<file path="src/rtl/srx_pkg.sv">
`timescale 1ns/1ps
package srx_pkg;

    typedef enum logic {
        RX_IDLE = 1'b0,
        RX_RUN  = 1'b1
    } rx_state_e;

    // Per-cycle timing strobes from the divider
    typedef struct packed {
        logic sample;   // last cycle of the active half: capture sdata
        logic active;   // serial clock is in its active half
    } baud_tick_t;

    // Host-visible flag set
    typedef struct packed {
        logic done;
        logic overrun;
        logic single;
    } rx_flags_t;

    function automatic logic sclk_level(input logic pol, input logic active);
        return pol ^ active;
    endfunction

endpackage

</file>
<file path="src/rtl/srx_baud.sv">
`timescale 1ns/1ps
module srx_baud
    import srx_pkg::*;
#(
    parameter int DIV_W = 16
) (
    input  logic             clk,
    input  logic             rst,
    input  logic             run,
    input  logic [DIV_W-1:0] divisor,
    output baud_tick_t       tick
);

    logic [DIV_W-1:0] div_q;
    logic [DIV_W-1:0] cnt_q;
    logic             phase_q;   // 0: active half, 1: idle half
    logic             half_end;

    assign half_end = (cnt_q == div_q);

    always_ff @(posedge clk) begin
        if (rst) begin
            div_q   <= '0;
            cnt_q   <= '0;
            phase_q <= 1'b0;
        end else if (!run) begin
            div_q   <= divisor;
            cnt_q   <= '0;
            phase_q <= 1'b0;
        end else if (half_end) begin
            cnt_q   <= '0;
            phase_q <= ~phase_q;
        end else begin
            cnt_q   <= cnt_q + 1'b1;
        end
    end

    always_comb begin
        tick.active = run & ~phase_q;
        tick.sample = run & ~phase_q & half_end;
    end

endmodule

</file>
<file path="src/rtl/srx_shift.sv">
`timescale 1ns/1ps
module srx_shift #(
    parameter int DATA_W = 8
) (
    input  logic              clk,
    input  logic              rst,
    input  logic              clear,
    input  logic              sample,
    input  logic              sdata,
    input  logic              nine_en,
    output logic              word_done,
    output logic [DATA_W-1:0] word_data,
    output logic              word_bit9
);

    localparam int SH_W  = DATA_W + 1;
    localparam int CNT_W = $clog2(SH_W + 1);
    localparam logic [CNT_W-1:0] LAST8 = CNT_W'(DATA_W - 1);
    localparam logic [CNT_W-1:0] LAST9 = CNT_W'(DATA_W);

    logic [SH_W-1:0]  sh_q, sh_n;
    logic [CNT_W-1:0] cnt_q, cnt_n;
    logic [CNT_W-1:0] last_idx;
    logic             done_n;

    assign last_idx = nine_en ? LAST9 : LAST8;

    always_comb begin
        sh_n   = sh_q;
        cnt_n  = cnt_q;
        done_n = 1'b0;
        if (clear) begin
            sh_n  = '0;
            cnt_n = '0;
        end else if (sample) begin
            if (cnt_q == '0) begin
                sh_n = '0;
            end
            for (int i = 0; i < SH_W; i++) begin
                if (cnt_q == CNT_W'(i)) begin
                    sh_n[i] = sdata;
                end
            end
            if (cnt_q == last_idx) begin
                cnt_n  = '0;
                done_n = 1'b1;
            end else begin
                cnt_n  = cnt_q + 1'b1;
            end
        end
    end

    always_ff @(posedge clk) begin
        if (rst) begin
            sh_q      <= '0;
            cnt_q     <= '0;
            word_done <= 1'b0;
        end else begin
            sh_q      <= sh_n;
            cnt_q     <= cnt_n;
            word_done <= done_n;
        end
    end

    assign word_data = sh_q[DATA_W-1:0];
    assign word_bit9 = nine_en & sh_q[DATA_W];

endmodule

</file>
<file path="src/rtl/srx_ctrl.sv">
`timescale 1ns/1ps
module srx_ctrl
    import srx_pkg::*;
#(
    parameter int DATA_W = 8
) (
    input  logic              clk,
    input  logic              rst,
    input  logic              port_en,
    input  logic              cont_en,
    input  logic              single_set,
    input  logic              rd_strobe,
    input  logic              word_done,
    input  logic [DATA_W-1:0] word_data,
    input  logic              word_bit9,
    output logic              run,
    output rx_flags_t         flags,
    output logic [DATA_W-1:0] rd_data,
    output logic              rd_bit9
);

    rx_state_e st_q, st_n;
    rx_flags_t fl_q, fl_n;
    logic      cont_q;
    logic      cont_fall;
    logic      wd_ovr;
    logic      wd_load;
    logic      want;

    assign cont_fall = cont_q & ~cont_en;
    assign wd_ovr    = word_done & fl_q.done & ~rd_strobe;
    assign wd_load   = word_done & ~wd_ovr & ~fl_q.overrun;

    always_comb begin
        fl_n = fl_q;
        if (!port_en) begin
            fl_n = '0;
        end else begin
            if (cont_fall) fl_n.overrun = 1'b0;
            if (wd_ovr)    fl_n.overrun = 1'b1;
            if (wd_load)        fl_n.done = 1'b1;
            else if (rd_strobe) fl_n.done = 1'b0;
            if (word_done)  fl_n.single = 1'b0;
            if (single_set) fl_n.single = 1'b1;
        end
        want = port_en & (cont_en | fl_n.single) & ~fl_n.overrun;
        st_n = want ? RX_RUN : RX_IDLE;
    end

    always_ff @(posedge clk) begin
        if (rst) begin
            st_q    <= RX_IDLE;
            fl_q    <= '0;
            cont_q  <= 1'b0;
            rd_data <= '0;
            rd_bit9 <= 1'b0;
        end else begin
            st_q   <= st_n;
            fl_q   <= fl_n;
            cont_q <= cont_en;
            if (wd_load) begin
                rd_data <= word_data;
                rd_bit9 <= word_bit9;
            end
        end
    end

    assign run   = (st_q == RX_RUN);
    assign flags = fl_q;

endmodule

</file>
<file path="src/rtl/sync_rx_master.sv">
`timescale 1ns/1ps
module sync_rx_master
    import srx_pkg::*;
#(
    parameter int DIV_W  = 16,
    parameter int DATA_W = 8
) (
    input  logic              clk,
    input  logic              rst,
    input  logic              port_en,
    input  logic              cont_en,
    input  logic              single_set,
    input  logic              nine_en,
    input  logic              clk_pol,
    input  logic              irq_en,
    input  logic [DIV_W-1:0]  divisor,
    input  logic              sdata,
    input  logic              rd_strobe,
    output logic              sclk,
    output logic [DATA_W-1:0] rd_data,
    output logic              rd_bit9,
    output logic              done_flag,
    output logic              irq,
    output logic              overrun,
    output logic              single_pending
);

    baud_tick_t        tick;
    rx_flags_t         flags;
    logic              run;
    logic              word_done;
    logic [DATA_W-1:0] word_data;
    logic              word_bit9;

    srx_baud #(.DIV_W(DIV_W)) u_baud (
        .clk     (clk),
        .rst     (rst),
        .run     (run),
        .divisor (divisor),
        .tick    (tick)
    );

    srx_shift #(.DATA_W(DATA_W)) u_shift (
        .clk       (clk),
        .rst       (rst),
        .clear     (~run),
        .sample    (tick.sample),
        .sdata     (sdata),
        .nine_en   (nine_en),
        .word_done (word_done),
        .word_data (word_data),
        .word_bit9 (word_bit9)
    );

    srx_ctrl #(.DATA_W(DATA_W)) u_ctrl (
        .clk        (clk),
        .rst        (rst),
        .port_en    (port_en),
        .cont_en    (cont_en),
        .single_set (single_set),
        .rd_strobe  (rd_strobe),
        .word_done  (word_done),
        .word_data  (word_data),
        .word_bit9  (word_bit9),
        .run        (run),
        .flags      (flags),
        .rd_data    (rd_data),
        .rd_bit9    (rd_bit9)
    );

    assign sclk           = sclk_level(clk_pol, tick.active);
    assign done_flag      = flags.done;
    assign overrun        = flags.overrun;
    assign single_pending = flags.single;
    assign irq            = flags.done & irq_en;

endmodule

</file>
<file path="config.mk">
export PLATFORM = sky130hd
export DESIGN_NAME = sync_rx_master
export DESIGN_NICKNAME = d
export VERILOG_FILES = /design/src/rtl/srx_pkg.sv /design/src/rtl/srx_baud.sv /design/src/rtl/srx_shift.sv /design/src/rtl/srx_ctrl.sv /design/src/rtl/sync_rx_master.sv
export SDC_FILE = /design/constraint.sdc
export NUM_CORES = 1
export LEC_CHECK = 0
export ABC_AREA = 0
export BUFFER_PORTS_ARGS = -buffer_cell sky130_fd_sc_hd__buf_2
export CAP_MARGIN = 5
export CORE_ASPECT_RATIO = 0.6
export CORE_UTILIZATION = 36
export DETAILED_ROUTE_END_ITERATION = 8
export SYNTH_ARGS = -nofsm -noshare
export SYNTH_HDL_FRONTEND = slang
export SYNTH_SLANG_ARGS = --single-unit
</file>
<file path="constraint.sdc">
create_clock -name clk -period 2.4 [get_ports clk]
set_input_delay 0.48 -clock clk [delete_from_list [all_inputs] [get_ports clk]]
set_output_delay 0.48 -clock clk [all_outputs]
set_load 0.02 [all_outputs]
</file>
-- After elaboration in Yosys (flattened, before gate mapping)
Index checks and enable logic that the tools add are counted.
- flip-flop bits (word level): 61
- input port bits: 26
- bitwise gates (word level): 22
- equal/unequal tests: 10
- reduce and logical (&&, ||, !) cells: 23
- muxes and demuxes: 21
- add/sub/neg operators: 2
- operator list (kind ; count):
    $reduce_and A2 Y1 ; 9
    $reduce_bool A2 Y1 ; 9
    $mux W1 ; 17
    $add A16 B1 Y16 const B ; 1
    $eq A16 B16 Y1 ; 1
    $eq A4 B3 Y1 const B ; 4
    $and A1 B1 Y1 ; 11
    $mux W9 ; 1
    $not A1 Y1 ; 9
    $eq A4 B2 Y1 const B ; 2
    $mux W4 ; 2
    $reduce_or A3 Y1 ; 2
    $add A4 B1 Y4 const B ; 1
    $eq A4 B1 Y1 const B ; 1
    $eq A4 B4 Y1 ; 1
    $eq A4 B4 Y1 const B ; 1
    $logic_not A4 Y1 ; 1
    $reduce_or A2 Y1 ; 2
    $mux W2 ; 1
    $or A1 B1 Y1 ; 1
    $xor A1 B1 Y1 ; 1

-- Depth between registers and ports, before layout
Gate-level depths: netlist of the first run.
- depth after elaboration: 9
- gate-level depth with buffers: 7
- gate-level depth less buffers: 6

-- By module
Synthesis of the first run repeated with hierarchy kept, for this count alone.
- cells, all modules: 312
- area total of the unflattened synthesis: 2879.0 um^2
- by module, submodules not included (module ; cells each ; instances ; area each (um^2)):
    srx_baud ; 162 ; 1 ; 1519.0
    srx_shift ; 88 ; 1 ; 782.0
    srx_ctrl ; 59 ; 1 ; 559.3
    sync_rx_master ; 3 ; 1 ; 18.8

-- Least setup slack after synthesis of the first run
OpenSTA, ideal clock, no wires.
- kind: reg2reg
- from: reg u_baud.cnt_q[5]
- to: reg u_shift.sh_q[8]
- data arrival time: 1687 ps
- path slack: 643 ps
- period minus slack after synthesis: 1757 ps
- buffers on the path: 0
- required time: 2330 ps
- cell stages (with the launch flop): 6
- path through: dfxtp_1 > xor2_1 > nor4_2 > nand4_2 > or4_1 > a21oi_1
- cells in the longest elaborated chain, start to end: 3
- RTL lines (element ; line ; RTL):
    start, declared ; srx_baud.sv:15 ; logic [DIV_W-1:0] cnt_q;
    start signal, assigned ; srx_baud.sv:34 ; cnt_q <= cnt_q + 1'b1;
    $eq A16 B16 Y1 ; srx_baud.sv:19 ; assign half_end = (cnt_q == div_q);
    $and A1 B1 Y1 ; srx_baud.sv:40 ; tick.sample = run & ~phase_q & half_end;
    $reduce_and A2 Y1 (no source line) ; - ;
    end signal, assigned ; srx_shift.sv:59 ; sh_q <= sh_n;
    end, declared ; srx_shift.sv:21 ; logic [SH_W-1:0] sh_q, sh_n;
Every way passes these cells.
A chain may end at the register's enable or synchronous reset.

-- Final worst setup path of the first run
- from: reg u_baud.cnt_q[6]
- to: reg u_shift.sh_q[8]
Same word-level chain as after synthesis.

==> flow_summary.toml, run 1 <==
[final_layout]
area_growth_pct = 22.9
diodes = 0
final_util = 0.460
layout-drive-gt1-share = 0.195
final_nets = 370

[clock_network]
cts_setup_buffers = 0
cts_resized = 0
clock-sinks = 61
path_clk_slew_ns = 0.05
cts.path.max_buffers = 2
cts-hold-fix-buffers = 0
worst_skew_pair.late_latency_ns = 0.33
cts_root_buf = "clkbuf_16"
ctsHtreeMaxLevel = 3
cts_tree = "built"
cts_made_buffers = 9

[global_routing]
grt_pass1_vias = 1907
grt_max_degree = 30
grt.overflow.total = 0
grt_pass1_wl_um = 10000
groute.usage.overall = 0.172
antenna_found_initial = 0

[worst_setup_path]
start_kind = "flip-flop"
critPathCaptureType = "flip-flop"
worstSetupStartpoint = "u_baud.cnt_q[6]$_SDFF_PP0_"
critPathRequiredTime_ns = 2.66
cp.arrival_ns = 2.30
r2r_start = "u_baud.cnt_q[6]$_SDFF_PP0_"
cp_max_fo = 10
worst-setup-path-type = "reg -> reg"

[floorplanning]
die-width_um = 114
start_util = 0.374
die_h_um = 69.4
die-area_sq_um = 7940
io_pins = 40
num_rows = 24
coreArea_sq_um = 7300

[detailed_routing]
final_antenna_net_count = 0
vias = 2161
wl_um = 6160
dr.pass1.iters = 4
drc = 0
drtIter0Drc = 81
wire_per_inst_um = 13.8
drt-vias-per-instance = 4.82

[synth]
synth_area_leader_cell = "dfxtp_1"
yosys.area.top_type_share = 0.448
synth_ff_type = "dfxtp_1"
ys_ff_latch = 61
ys_types = 37
synth-compound-area-share = 0.0702
async_flop_share = 0
syn_nets = 329
synthSimpleGateAreaFrac = 0.239
yosys.area_share.adder = 0.0229
synth_cells = 298
synth.most_common_cell = "dfxtp_1"
synth_common_cells = "dfxtp_1, nor2_1, mux2i_1"
yosysSeqAreaShare = 0.448
synth.area.top_cells = "dfxtp_1, mux2i_1, xor2_1, nor2_1, xnor2_1"
syn_area_per_cell_sq_um = 9.16
muxShareOfSynthArea = 0.0917
synth_xor_area_frac = 0.103
synthesis.area_sq_um = 2730
synth_warnings = 0
synth_edf_count = 0
synth_top_family_by_area = "simple AND/OR/NAND/NOR gates"

[timing]
setup_viol = 0
period_minus_slack_ns = 2.04
maxSlewViolCount = 0
max_freq_mhz = 490
tightestPinTransition_ns = 0.696
rsz0062_at_grt = "no"
whs_ns = 0.376
fin_worst_skew_ns = 0.00710
fin_setup_tns_ns = 0
fin_crit_sh = 0.850
finalHoldViolCount = 0
slew_headroom = 0.536

[power]
ir_worst_vdd_uv = 389
power_density_nw_per_um2 = 769
leakage_nw = 1.45

[placed_design]
place.gp.congestion = 0.828
port_buffers = 39
dp_hpwl_um = 4430

[hold_path]
hp-class = "in -> reg"
hold_path.startpoint = "divisor[4]"

[run]
cap_violations = 0

[outcome]
outcome = "finished clean"
-- placed cells by master (no fill, tap or decap), types with 4 or more instances in the layout --
master / n
a21oi_1: 9
buf_2: 39
nor3_1: 6
o22ai_1: 4
nor2b_1: 6
nand4_1: 6
ha_1: 5
nor2_1: 53
inv_1: 4
nand2_1: 18
nor4_2: 4
mux2i_1: 25
clkbuf_16: 9
buf_4: 4
nand2b_1: 12
nand3_1: 12
xor2_1: 23
dfxtp_1: 61
xnor2_1: 9
-- flip-flops by register name, summed over array words and instances, names as in the netlist --
signal,count
u_baud.phase_q,1
u_baud.cnt_q,16
u_shift.word_done,1
u_ctrl.flags,3
u_ctrl.rd_bit9,1
u_shift.sh_q,9
u_ctrl.run,1
u_baud.div_q,16
u_ctrl.rd_data,8
u_shift.cnt_q,4
u_ctrl.cont_q,1
-- worst max-delay path, cell delays in order (launching register included) --
cell and delay (ns):
dfxtp_1 0.41, xor2_1 0.14, nor4_2 0.38, nand4_2 0.32, or4_1 0.58, a21oi_1 0.15
-- metrics by stage --
stage          worst slack [ns]  total power, mW  area [sq um]  std cells
2_1_floorplan             0.643             1.15          2730        298
3_3_place_gp              0.490             1.20          3030        432
3_5_place_dp              0.390             1.21          3030        432
4_1_cts                   0.310             2.62          3350        448
5_1_grt                   0.209             2.68          3350        448
6_report                  0.360             2.58          3350        448
-- routing by layer --
layer	routed length, um	GRT usage	vias to the layer above
met4	26	0.0779	0
met3	398	0.0612	4
li1	-	-	1100
met2	2250	0.203	65
met5	0	0	-
met1	3490	0.267	992
-- cell families after synthesis --
kind of cell | after synthesis
simple gates | 129
buf+inv | 17
fa+ha+maj | 5
xor+xnor | 32
compound gates | 29
flops | 61
mux | 25
-- power breakdown --
group | internal [mW] | total [mW] | switching [mW]
sequential | 1.04 | 1.05 | 0.0197
clock | 0.933 | 1.39 | 0.461
combinational | 0.0578 | 0.131 | 0.0729
total | 2.03 | 2.58 | 0.553
-- final cells by class --
| type | count | area, sq um |
|---|---|---|
| inverter | 4 | 15.0 |
| multi-input combinational | 220 | 1440 |
| fill | 718 | 3940 |
| tap | 104 | 130 |
| timing repair buffer | 43 | 225 |
| sequential | 61 | 1220 |
| clock inverter | 6 | 86.3 |
| clock buffer | 10 | 239 |
-- path summary, 6_finish.rpt --
path | end | slack [ns] | cells past startpoint
setup / recovery | u_shift.sh_q[8]$_SDFFE_PP0P_ | 0.36 | 5
hold / removal | u_baud.div_q[4]$_SDFFE_PP0N_ | 0.38 | 3
setup reg to reg | u_shift.sh_q[8]$_SDFFE_PP0P_ | 0.36 | 5
hold reg to reg | u_shift.sh_q[3]$_SDFFE_PP0P_ | 0.47 | 2
(Power assumes the default switching activity.)
==> run 2: changes to the inputs <==
==> constraint.sdc (replaced) <==
create_clock -name clk -period 1.8 [get_ports clk]
set_input_delay 0.36 -clock clk [delete_from_list [all_inputs] [get_ports clk]]
set_output_delay 0.36 -clock clk [all_outputs]
set_load 0.02 [all_outputs]
==> run 2 against run 1 <==
Effect of this change: clock skew decreased by 0.0018 ns; power grew 24%; non-clock buffer count grew 18; critical path depth grew 2; worst hold slack got worse by 0.11 ns; flip-flop and latch count did not move; final area up 5.9%; critical endpoint is now u_shift.sh_q[0]$_SDFFE_PP0P_; largest cell class unchanged.
==> flow_summary.toml, run 2 (same netlist as run 1, synthesis figures left out) <==
[power]
pwr-share-seq = 0.440
p_sw_mw = 0.707
leakage_nw = 1.55
power_mw = 3.19
swShare = 0.221
ir_worst_vdd_uv = 446
power_density_nw_per_um2 = 899
p_int_mw = 2.48
p_comb_frac = 0.068
p_clk_frac = 0.492

[timing]
maxSlewViolCount = 0
fin_crit_sh = 0.978
slew_headroom = 0.732
tightestPinTransition_ns = 0.397
finalHoldViolCount = 0
fin_setup_tns_ns = 0
fin_worst_skew_ns = 0.00532
setup_viol = 0
rsz0062_at_grt = "yes"
whs_ns = 0.261
max_freq_mhz = 568
period_minus_slack_ns = 1.76

[detailed_routing]
vias = 2236
wire_per_inst_um = 13.9
final_antenna_net_count = 0
wl_um = 6480
drt-vias-per-instance = 4.80
drc = 0
drtIter0Drc = 101
dr.pass1.iters = 4

[global_routing]
grt_pass1_vias = 2044
groute.usage.overall = 0.173
grt.overflow.total = 0
antenna_found_initial = 0
grt_max_degree = 30
grt_pass1_wl_um = 10200

[worst_setup_path]
worstSetupStartpoint = "u_baud.div_q[6]$_SDFFE_PP0N_"
slowest_delay_ns = 0.33
r2r_setup_slack_ns = 0.04
critPathTopFamily = "simple AND/OR/NAND/NOR gates"
critPathCaptureType = "flip-flop"
critPathRequiredTime_ns = 2.01
path_cells = "xor2_2, nor4_2, buf_4, nand4_4, buf_6, o41ai_4, a21oi_1"
start_kind = "flip-flop"
r2r_start = "u_baud.div_q[6]$_SDFFE_PP0N_"
r2r_cells = 7
crit_buf_inv = 2
r2r_end = "u_shift.sh_q[0]$_SDFFE_PP0P_"
worst-setup-path-type = "reg -> reg"
cp_max_fo = 3
crit_end = "u_shift.sh_q[0]$_SDFFE_PP0P_"
crit_slowest_cell = "dfxtp_2"
path_depth = 7
cp.arrival_ns = 1.97

[run]
cap_violations = 0

[floorplanning]
die-area_sq_um = 7940
io_pins = 40
die_h_um = 69.4
start_util = 0.374
num_rows = 24
coreArea_sq_um = 7300
die-width_um = 114

[hold_path]
hp-class = "in -> reg"
hold_path.startpoint = "single_set"
whs_path_depth = 3

[clock_network]
cts-hold-fix-buffers = 0
clock-sinks = 61
ctsHtreeMaxLevel = 3
path_clk_slew_ns = 0.05
cts.path.max_buffers = 2
cts_made_buffers = 9
worst_skew_pair.late_latency_ns = 0.33
cts_tree = "built"
cts_root_buf = "clkbuf_16"

[placed_design]
dpl-instance-area_sq_um = 3180
place.gp.congestion = 0.799
port_buffers = 39
dp_hpwl_um = 4550

[final_layout]
final_cell_mix = "dfxtp_1, nor2_1, buf_2"
area_growth_pct = 30.1
final.fill_count = 717
largestRegisters = "u_baud.cnt_q: 16 flops, u_baud.div_q: 16 flops, u_shift.sh_q: 9 flops"
layout-drive-gt1-share = 0.240
diodes = 0
finalInstanceArea_sq_um = 3550
layout_commonest_cell = "dfxtp_1"
final_nets = 388

[outcome]
outcome = "finished clean"
==> run 2: how the worst min path moves through the flow <==
stage | slack, ns | to
global placement | 0.46 | u_shift.sh_q[4]$_SDFFE_PP0P_
floorplan | 0.43 | u_shift.sh_q[3]$_SDFFE_PP0P_
global route | 0.26 | u_baud.div_q[13]$_SDFFE_PP0N_
detailed placement | 0.46 | u_shift.sh_q[4]$_SDFFE_PP0P_
finish | 0.26 | u_ctrl.flags[0]$_SDFF_PP0_
CTS | 0.25 | u_ctrl.flags[0]$_SDFF_PP0_
==> run 2: routing by layer <==
layer	GRT usage	share of wire
met2	0.209	0.38
met4	0.0736	0.016
met3	0.0664	0.079
met5	0	0
met1	0.263	0.53
==> run 2: metrics by stage <==
step	setup slack [ns]	utilization	cells
2_1_floorplan	0.0426	-	298
3_3_place_gp	-0.0114	0.436	449
3_5_place_dp	-0.0283	0.436	449
4_1_cts	-0.00210	0.474	466
5_1_grt	-0.0670	0.487	466
6_report	0.0389	0.487	466
==> run 2: worst register-to-register path, cell delays in order, from the launching register on <==
cell and delay [ns]:
dfxtp_2 0.33, xor2_2 0.20, nor4_2 0.28, buf_4 0.17, nand4_4 0.11, buf_6 0.16
o41ai_4 0.28, a21oi_1 0.11
==> run 2: layout make-up <==
type	instances	area [sq um]	share of cell area
Inverter	4	15.0	0.00423
Tap cell	104	130	0.0366
Clock buffer	15	268	0.0754
Timing Repair Buffer	61	397	0.112
Clock inverter	1	5.00	0.00141
Multi-Input combinational cell	220	1510	0.426
Sequential cell	61	1220	0.345
==> run 2: what timing repair did <==
| item | 4_1_cts | 5_1_grt |
|---|---|---|
| resized for setup | 0 | 16 |
| endpoints found under the setup margin | 10 | 12 |
| endpoints found under the hold margin | 0 | 0 |
| pin swaps | 1 | 4 |
| setup buffers | 1 | 0 |
==> run 2: power by group through the flow <==
| stage | combinational, mW | clock (mW) | sequential, mW |
|---|---|---|---|
| 2_1_floorplan | 0.114 | 0 | 1.42 |
| 3_3_place_gp | 0.187 | 0 | 1.43 |
| 3_5_place_dp | 0.189 | 0 | 1.43 |
| 4_1_cts | 0.196 | 1.62 | 1.40 |
| 5_1_grt | 0.235 | 1.67 | 1.41 |
| 6_report | 0.216 | 1.57 | 1.40 |
==> run 3: changes to the inputs <==
--- a/config.mk
+++ b/config.mk
@@ -11,6 +11,7 @@
 export CORE_ASPECT_RATIO = 0.6
 export CORE_UTILIZATION = 36
 export DETAILED_ROUTE_END_ITERATION = 8
+export SETUP_SLACK_MARGIN = 0.15
 export SYNTH_ARGS = -nofsm -noshare
 export SYNTH_HDL_FRONTEND = slang
 export SYNTH_SLANG_ARGS = --single-unit
==> run 3 against run 2 <==
Effect of this change: clock-buffer cell count stayed put; global-route usage is 0.25 points higher; flip-flop and latch count stayed put; sequential power hardly changed; worst hold slack got worse by 0.011 ns; worst setup slack improved by 0.034 ns; clock skew shrank 0.0019 ns; via count rose by 3.3%; die area stayed put; first-iteration DRC count up 84%; critical endpoint is now u_shift.sh_q[8]$_SDFFE_PP0P_.
==> flow_summary.toml, run 3 (same netlist as run 1, synthesis figures left out) <==
[placed_design]
port_buffers = 39
dp_slack_ns = -0.0926
dpl-instance-area_sq_um = 3190
dp_hpwl_um = 4780
place.gp.congestion = 0.850

[worst_setup_path]
critPathRequiredTime_ns = 2.06
r2r_cells = 6
worst-setup-path-type = "reg -> reg"
start_kind = "flip-flop"
r2r_start = "u_baud.cnt_q[4]$_SDFF_PP0_"
cp.arrival_ns = 1.99
worstSetupStartpoint = "u_baud.cnt_q[4]$_SDFF_PP0_"
critPathCaptureType = "flip-flop"
cp_max_fo = 5

[clock_network]
worst_skew_pair.late_latency_ns = 0.33
clock-sinks = 61
path_clk_slew_ns = 0.05
cts_root_buf = "clkbuf_16"
ctsHtreeMaxLevel = 3
cts_tree = "built"
cts-hold-fix-buffers = 0
cts_made_buffers = 9
cts.path.max_buffers = 2

[hold_path]
whs_path_depth = 3
hold_path.startpoint = "single_set"
hp-class = "in -> reg"

[timing]
fin_worst_skew_ns = 0.00344
period_minus_slack_ns = 1.73
setup_viol = 0
maxSlewViolCount = 0
fin_setup_tns_ns = 0
slew_headroom = 0.711
max_freq_mhz = 579
layout_setup_ws_ns = 0.0733
finalHoldViolCount = 0
tightestPinTransition_ns = 0.432
rsz0062_at_grt = "yes"
fin_crit_sh = 0.959

[detailed_routing]
wire_per_inst_um = 13.9
vias = 2309
final_antenna_net_count = 0
drc = 0
drtIter0Drc = 186
wl_um = 6600
dr.pass1.iters = 5
drt-vias-per-instance = 4.87

[power]
power_mw = 3.30
leakage_nw = 1.60
power_density_nw_per_um2 = 913
ir_worst_vdd_uv = 511

[outcome]
outcome = "finished clean"

[final_layout]
layout-drive-gt1-share = 0.281
largestRegisters = "u_baud.cnt_q: 16 flops, u_baud.div_q: 16 flops, u_shift.sh_q: 9 flops"
finalInstanceArea_sq_um = 3620
area_growth_pct = 32.6
final_cell_mix = "nor2_1, dfxtp_1, buf_2"
diodes = 0
final_nets = 397

[floorplanning]
die-width_um = 114
coreArea_sq_um = 7300
io_pins = 40
start_util = 0.374
die-area_sq_um = 7940
num_rows = 24
die_h_um = 69.4

[global_routing]
groute.usage.overall = 0.176
grt_pass1_vias = 2009
grt_pass1_wl_um = 10300
grt.overflow.total = 0
grt_max_degree = 30
antenna_found_initial = 0

[run]
cap_violations = 0
run 3: cell types whose count changed in the layout (fill, tap and decap cells not counted), moves of 2 or more:
cell,change
buf_4,+11
dfxtp_1,-6
dfxtp_2,+6
clkbuf_1,-3
clkbuf_8,+3
buf_12,-2
o31ai_1,-2
run 3: timing repair:
item	4_1_cts	5_1_grt
endpoints found under the setup margin	31	32
resized for setup	3	19
endpoints found under the hold margin	0	0
pin swaps	4	6
buffers inserted	2	4
run 3: metrics by stage:
step                hold WS [ns]  utilization  cells
floorplan                  0.435            -    298
global placement           0.453        0.437    453
detailed placement         0.462        0.437    453
CTS                        0.241        0.481    470
global route               0.267        0.496    474
finish                     0.251        0.496    474
run 3: critical path, cell delays in order, from the launching register on:
cell	delay, ns
dfxtp_2	0.32
xor2_1	0.16
nor4_2	0.28
buf_4	0.19
nand4_4	0.14
or4_1	0.42
a21oi_1	0.14
run 3: layer usage:
metal,global-route usage,routed length (um)
met2,0.215,2350
met1,0.271,3650
met4,0.0606,89
met5,0,0
met3,0.0647,506
run 3: layout make-up:
class	instances	area, sq um
clock buffer	15	298
fill	693	3680
inverter	4	15.0
multi-input combinational	220	1500
sequential	61	1230
tap	104	130
timing repair buffer	70	439
run 3: worst paths after layout:
path | end | slack, ns
max reg2reg | u_shift.sh_q[8]$_SDFFE_PP0P_ | 0.07
min reg2reg | u_shift.sh_q[4]$_SDFFE_PP0P_ | 0.46
min | u_ctrl.flags[0]$_SDFF_PP0_ | 0.25
max | u_shift.sh_q[8]$_SDFFE_PP0P_ | 0.07
run 3: power by group:
part,switching [mW],internal [mW]
registers,0.0223,1.38
clock network,0.567,1.11
logic,0.119,0.0996
